$ cat src/rtl/meter_pkg.sv
// Shared types for the countdown meter.
package meter_pkg;
    typedef enum logic [1:0] {
        ST_IDLE    = 2'd0,
        ST_RUN     = 2'd1,
        ST_EXPIRED = 2'd2
    } meter_state_e;
endpackage

$ cat src/rtl/meter_prescale.sv
// Free-running divider: emits a one-cycle tick every DIV clocks.
// Assumes DIV >= 2; counting starts at reset release and never restarts.
module meter_prescale #(
    parameter int DIV = 100
) (
    input  logic clk,
    input  logic rst_n,
    output logic tick
);
    localparam int CW = $clog2(DIV);

    logic [CW-1:0] cnt_q;

    // Count 0..DIV-1 and wrap.
    always_ff @(posedge clk) begin
        if (!rst_n)                       cnt_q <= '0;
        else if (cnt_q == CW'(DIV - 1))   cnt_q <= '0;
        else                              cnt_q <= cnt_q + 1'b1;
    end

    assign tick = (cnt_q == CW'(DIV - 1));
endmodule

$ cat src/rtl/meter_blink.sv
// Half-period blink generator: on for HALF cycles, then off for HALF cycles.
// Assumes clear is held while the blink is not needed; it restarts in the on phase.
module meter_blink #(
    parameter int HALF = 50
) (
    input  logic clk,
    input  logic rst_n,
    input  logic clear,
    output logic blink_on
);
    localparam int HW = (HALF > 1) ? $clog2(HALF) : 1;

    logic [HW-1:0] cnt_q;
    logic          off_q;

    // Advance the half-period counter and flip the phase at each wrap.
    always_ff @(posedge clk) begin
        if (!rst_n || clear) begin
            cnt_q <= '0;
            off_q <= 1'b0;
        end else if (cnt_q == HW'(HALF - 1)) begin
            cnt_q <= '0;
            off_q <= ~off_q;
        end else begin
            cnt_q <= cnt_q + 1'b1;
        end
    end

    assign blink_on = ~off_q;
endmodule

$ cat src/rtl/meter_bcd.sv
// Combinational binary-to-BCD converter using the shift-and-add-3 method.
// Assumes the input value fits into ND decimal digits.
module meter_bcd #(
    parameter int BW = 14,
    parameter int ND = 4
) (
    input  logic [BW-1:0]   bin,
    output logic [ND*4-1:0] bcd
);
    // Shift in one binary bit at a time, correcting each digit before the shift.
    always_comb begin
        logic [ND*4-1:0] acc;
        acc = '0;
        for (int i = BW - 1; i >= 0; i--) begin
            for (int d = 0; d < ND; d++) begin
                if (acc[d*4 +: 4] >= 4'd5) acc[d*4 +: 4] = acc[d*4 +: 4] + 4'd3;
            end
            acc = {acc[ND*4-2:0], bin[i]};
        end
        bcd = acc;
    end
endmodule

$ cat src/rtl/meter_ctrl.sv
// Countdown meter controller: holds remaining seconds, applies coin and preset
// events, counts down once per second and drives BCD digits plus display enable.
// Assumes at most one coin/preset pulse per cycle, each lasting a single cycle.
module meter_ctrl #(
    parameter int CLK_HZ      = 100,
    parameter int MAX_SEC     = 9999,
    parameter int LOW_SEC     = 180,
    parameter int COIN0_SEC   = 60,
    parameter int COIN1_SEC   = 120,
    parameter int COIN2_SEC   = 180,
    parameter int COIN3_SEC   = 300,
    parameter int PRESET0_SEC = 16,
    parameter int PRESET1_SEC = 150
) (
    input  logic        clk,
    input  logic        rst_n,
    input  logic [3:0]  coin_pulse,
    input  logic [1:0]  preset_pulse,
    output logic [15:0] digits,
    output logic        disp_on
);
    import meter_pkg::*;

    localparam int TW     = $clog2(MAX_SEC + 1);
    localparam int NCOIN  = 4;
    localparam int NDIG   = 4;
    localparam int COIN_SEC [NCOIN] = '{COIN0_SEC, COIN1_SEC, COIN2_SEC, COIN3_SEC};

    meter_state_e  state_q, state_d;
    logic [TW-1:0] remain_q, remain_d;
    logic [TW-1:0] add_val;
    logic [TW:0]   sum_w;
    logic          tick;
    logic          blink_on;

    meter_prescale #(.DIV(CLK_HZ)) u_prescale (
        .clk   (clk),
        .rst_n (rst_n),
        .tick  (tick)
    );

    meter_blink #(.HALF(CLK_HZ / 2)) u_blink (
        .clk      (clk),
        .rst_n    (rst_n),
        .clear    (state_q == ST_RUN),
        .blink_on (blink_on)
    );

    meter_bcd #(.BW(TW), .ND(NDIG)) u_bcd (
        .bin (remain_q),
        .bcd (digits)
    );

    // Select the amount of the active coin (one-hot input assumed).
    always_comb begin
        add_val = '0;
        for (int k = 0; k < NCOIN; k++) begin
            if (coin_pulse[k]) add_val = add_val | TW'(COIN_SEC[k]);
        end
    end

    assign sum_w = {1'b0, remain_q} + {1'b0, add_val};

    // Next-state and next-time selection; events take priority over the tick.
    always_comb begin
        state_d  = state_q;
        remain_d = remain_q;
        if (|preset_pulse) begin
            remain_d = preset_pulse[1] ? TW'(PRESET1_SEC) : TW'(PRESET0_SEC);
            state_d  = ST_RUN;
        end else if (|coin_pulse) begin
            remain_d = (sum_w > (TW+1)'(MAX_SEC)) ? TW'(MAX_SEC) : sum_w[TW-1:0];
            state_d  = ST_RUN;
        end else if (state_q == ST_RUN && tick) begin
            if (remain_q <= TW'(1)) begin
                remain_d = '0;
                state_d  = ST_EXPIRED;
            end else begin
                remain_d = remain_q - 1'b1;
            end
        end
    end

    // State and time registers.
    always_ff @(posedge clk) begin
        if (!rst_n) begin
            state_q  <= ST_IDLE;
            remain_q <= '0;
        end else begin
            state_q  <= state_d;
            remain_q <= remain_d;
        end
    end

    // Display enable: steady when high, even/odd blink when low, half-second blink otherwise.
    always_comb begin
        if (state_q == ST_RUN)
            disp_on = (remain_q >= TW'(LOW_SEC)) || !remain_q[0];
        else
            disp_on = blink_on;
    end
endmodule

$ cat config.mk
export PLATFORM = sky130hd
export DESIGN_NAME = meter_ctrl
export DESIGN_NICKNAME = d
export VERILOG_FILES = /design/src/rtl/meter_pkg.sv /design/src/rtl/meter_prescale.sv /design/src/rtl/meter_blink.sv /design/src/rtl/meter_bcd.sv /design/src/rtl/meter_ctrl.sv
export SDC_FILE = /design/constraint.sdc
export NUM_CORES = 1
export LEC_CHECK = 0
export ABC_CLOCK_PERIOD_IN_PS = 13200
export BUFFER_PORTS_ARGS = -buffer_cell sky130_fd_sc_hd__buf_2
export CORE_MARGIN = 2
export CORE_UTILIZATION = 30
export CTS_CLUSTER_DIAMETER = 200
export DETAILED_ROUTE_END_ITERATION = 8
export GPL_TIMING_DRIVEN = 1
export SLEW_MARGIN = 20
export SYNTH_ARGS = -nofsm -noshare
export SYNTH_HDL_FRONTEND = slang
export SYNTH_SLANG_ARGS = --single-unit
$ cat constraint.sdc
create_clock -name clk -period 13.2 [get_ports clk]
set_input_delay 1.98 -clock clk [delete_from_list [all_inputs] [get_ports clk]]
set_output_delay 1.98 -clock clk [all_outputs]
set_load 0.02 [all_outputs]
==> run_results.csv <==
group,metric,value,unit
timing,finClkSkew,4.46,ps
final_layout,diodes,0,
critical_path,timing.rr.end,"remain_q[12]",
timing,finalSetupTns,0,ps
logic_synthesis,async_flop_share,0,%
global_routing,use_met1,20.0,%
routing,first_iter_violations,357,
timing,max_freq,82.3,MHz
final_layout,mostFrequentLayoutCells,"nor2_1, nand2_1, a21oi_1, o21ai_0, inv_1",
power,switchingPower,0.000222,W
place,dpl.hpwl,11400,um
critical_path,path_class,"flip-flop to output port",
critical_path,rrSetupSlack,8370,ps
power,intPower,0.000277,W
logic_synthesis,syn_nets,894,
routing,dr.pass1.iters,5,
timing,slew_violations,0,
logic_synthesis,netlist_instances,848,
flow_run,cap_violations,0,
power,p_sw_share,44.4,%
routing,drc_errors,0,
place,gp_congestion,0.877,
floorplan,die_h,145,um
clock_tree,cts.sinks,30,
critical_path,max_stage_delay,480,ps
place,place_area,6270,um2
timing,grt_setup_unrepaired,"false",
floorplan,rows,51,
logic_synthesis,synthAdderAreaFrac,8.32,%
outcome,status,"complete, no violations",
timing,worst_pin_slew,1020,ps
logic_synthesis,synth_ff_type,"dfxtp_1",
critical_path,cp-endpoint,"digits[14]",
global_routing,gr-max-usage-layer,"met2",
timing,fin_crit,12150,ps
global_routing,antenna_found_initial,0,
critical_path,r2r_cells,19,
clock_tree,clk_pin_slew,50,ps
power,clockPowerShare,23.3,%
global_routing,grt_remaining_overflow,0,
logic_synthesis,yosysTopAreaCell,"dfxtp_1",
logic_synthesis,ys_seq_elements,30,
routing,via_per_inst,5.62,
power,p_per_area,77.2,nW/um2
power,p_leak,2.52,nW
clock_tree,cts_tree,"built",
global_routing,gr-usage-met3,0.762,%
critical_path,arrival,10170,ps
global_routing,gr-usage-met2,24.8,%
floorplan,dieWidth,145,um
routing,vias,6261,
timing,final_hold_viol_count,0,
clock_tree,cts_max_path_buffers,2,
critical_path,crit_slowest_cell,"dfxtp_2",
routing,finalWirelength,15200,um
floorplan,die_area,20900,um2
timing,min_period_over_period,92.0,%
global_routing,grt_pass1_vias,5505,
worst_hold_path,hp-class,"flip-flop to flip-flop",
critical_path,cp-end-kind,"output port",
clock_tree,htree_levels,2,
logic_synthesis,synth_edf_count,0,
critical_path,r2r_start,"remain_q[3]",
logic_synthesis,synth_top_family_by_area,"compound AO/OA/AOI/OAI gates",
logic_synthesis,syn_area,5920,um2
critical_path,cp-start-kind,"flip-flop",
logic_synthesis,synthTopCellsByArea,"dfxtp_1, ha_1, nor2_1, a21oi_1, o21ai_0",
clock_tree,holdBufCountCts,0,
final_layout,drive_gt1_share,11.4,%
routing,routedWlPerCell,13.6,um
critical_path,worstPathRequired,11220,ps
timing,maxSlewHeadroom,31.4,%
logic_synthesis,synth-compound-area-share,39.1,%
final_layout,fill_cells,2132,
place,numPortBuffers,24,
critical_path,crit_path_frequent_cell,"ha_1",
place,dpl.cell_count,1105,
clock_tree,numCtsBuffers,5,
global_routing,grt_pass1_wl,25700,um
final_layout,layout.cells.non_filler,1115,
critical_path,path_max_fanout,15,
floorplan,coreArea,19400,um2
logic_synthesis,synth-xor-area-share,7.33,%
power,pwr-share-comb,56.1,%
logic_synthesis,synth_cell_types,102,
power,power_frac_seq,20.6,%
critical_path,critical_path.startpoint,"remain_q[12]",
logic_synthesis,synth.avg_cell_area,6.98,um2
final_layout,mostFrequentLayoutCell,"nor2_1",
final_layout,design_area,6470,um2
clock_tree,cts-root-buf,"clkbuf_16",
final_layout,nets,895,
logic_synthesis,synthMuxAreaShare,3.80,%
logic_synthesis,yosys.area_share.simple,25.3,%
global_routing,track_usage,14.4,%
routing,postRouteAntennaNets,0,
floorplan,ioPinCount,25,
clock_tree,clock_latency,280,ps
logic_synthesis,netlist.area_leader.share,10.1,%
logic_synthesis,synth-seq-area-share,10.1,%
floorplan,start_util,30.5,%
timing,finalSetupViolCount,0,
power,vdd.ir_drop.worst,0.0662,mV
global_routing,grt_max_degree,25,
final_layout,area_delta_synth_final,9.19,%
logic_synthesis,yosys_warnings,0,
[per-stage QoR]
stage	setup slack (ps)	total power, W	hold slack [ps]	util (%)
finish	1050	0.000499	461	33.3
floorplan	1790	0.000324	430	-
CTS	440	0.000502	472	33.1
detailed placement	770	0.000384	460	32.3
global placement	875	0.000384	449	32.3
global route	19.4	0.000543	494	33.3
[critical path: cells and delay by family, from the launching register on]
kind,cells,cell delay [ps]
AND/OR/NAND/NOR,10,1490
buffers and inverters,8,890
flip-flops,1,480
AO/OA/AOI/OAI,18,3810
XOR/XNOR,5,990
multiplexers,1,220
adder cells (fa/ha/maj),9,2000
[registers in the layout, summed over array words and instances (netlist names)]
register          flops
u_blink.off_q         1
u_prescale.cnt_q      7
u_blink.cnt_q         6
state_q               2
remain_q             14
[how the worst min path moves through the flow]
stage	start	slack [ps]	cells after the start	endpoint
final	u_blink.cnt_q[0]	460	1	u_blink.cnt_q[0]
after global routing	u_prescale.cnt_q[0]	490	1	u_prescale.cnt_q[0]
after global placement	u_prescale.cnt_q[0]	450	1	u_prescale.cnt_q[0]
after CTS	u_blink.cnt_q[0]	470	1	u_blink.cnt_q[0]
after floorplan	u_prescale.cnt_q[0]	430	1	u_prescale.cnt_q[0]
after detailed placement	u_blink.cnt_q[0]	460	1	u_blink.cnt_q[0]
[cells in the mapped netlist (12+ instances only)]
library cell   n
xnor2_1       30
clkbuf_1      29
dfxtp_1       30
a211oi_1      12
nor2_1        87
a21o_1        17
nor2b_1       17
nand4_1       12
mux2i_1       14
a21oi_1       64
nand3_1       32
inv_1         43
ha_1          37
o211ai_1      18
nand2_1       66
nand2b_1      14
nor3_1        25
o21ai_0       56
[power by group through the flow]
stage | clock network (W) | registers [W] | logic (W)
after floorplan | 0 | 0.0000985 | 0.000225
after global routing | 0.000124 | 0.000103 | 0.000316
after global placement | 0 | 0.000104 | 0.000279
after CTS | 0.000119 | 0.000102 | 0.000281
final | 0.000117 | 0.000103 | 0.000280
after detailed placement | 0 | 0.000104 | 0.000280
[final cells by class]
class,count,area (um2),area share (%)
Tap cell,265,332,5.13
Inverter,50,188,2.90
Sequential cell,30,603,9.33
Multi-Input combinational cell,728,5000,77.3
Clock inverter,2,12.5,0.193
Clock buffer,6,139,2.15
Timing Repair Buffer,34,195,3.02
[logic make-up after synthesis]
| family | after synthesis |
|---|---|
| simple gates | 303 |
| xor+xnor | 44 |
| fa+ha+maj | 39 |
| compound gates | 321 |
| flops | 30 |
| mux | 21 |
| buf+inv | 90 |
[metal layers]
layer / wire (um) / share of wire, %
met1: 7630 / 50
met2: 6960 / 46
met3: 496 / 3.3
met4: 128 / 0.84
met5: 0 / 0
[timing repair]
action	CTS	global route
setup endpoints to repair	0	10
gates resized for setup	0	6
setup buffers	0	2
No activity file was read; power rests on OpenSTA's default activity.
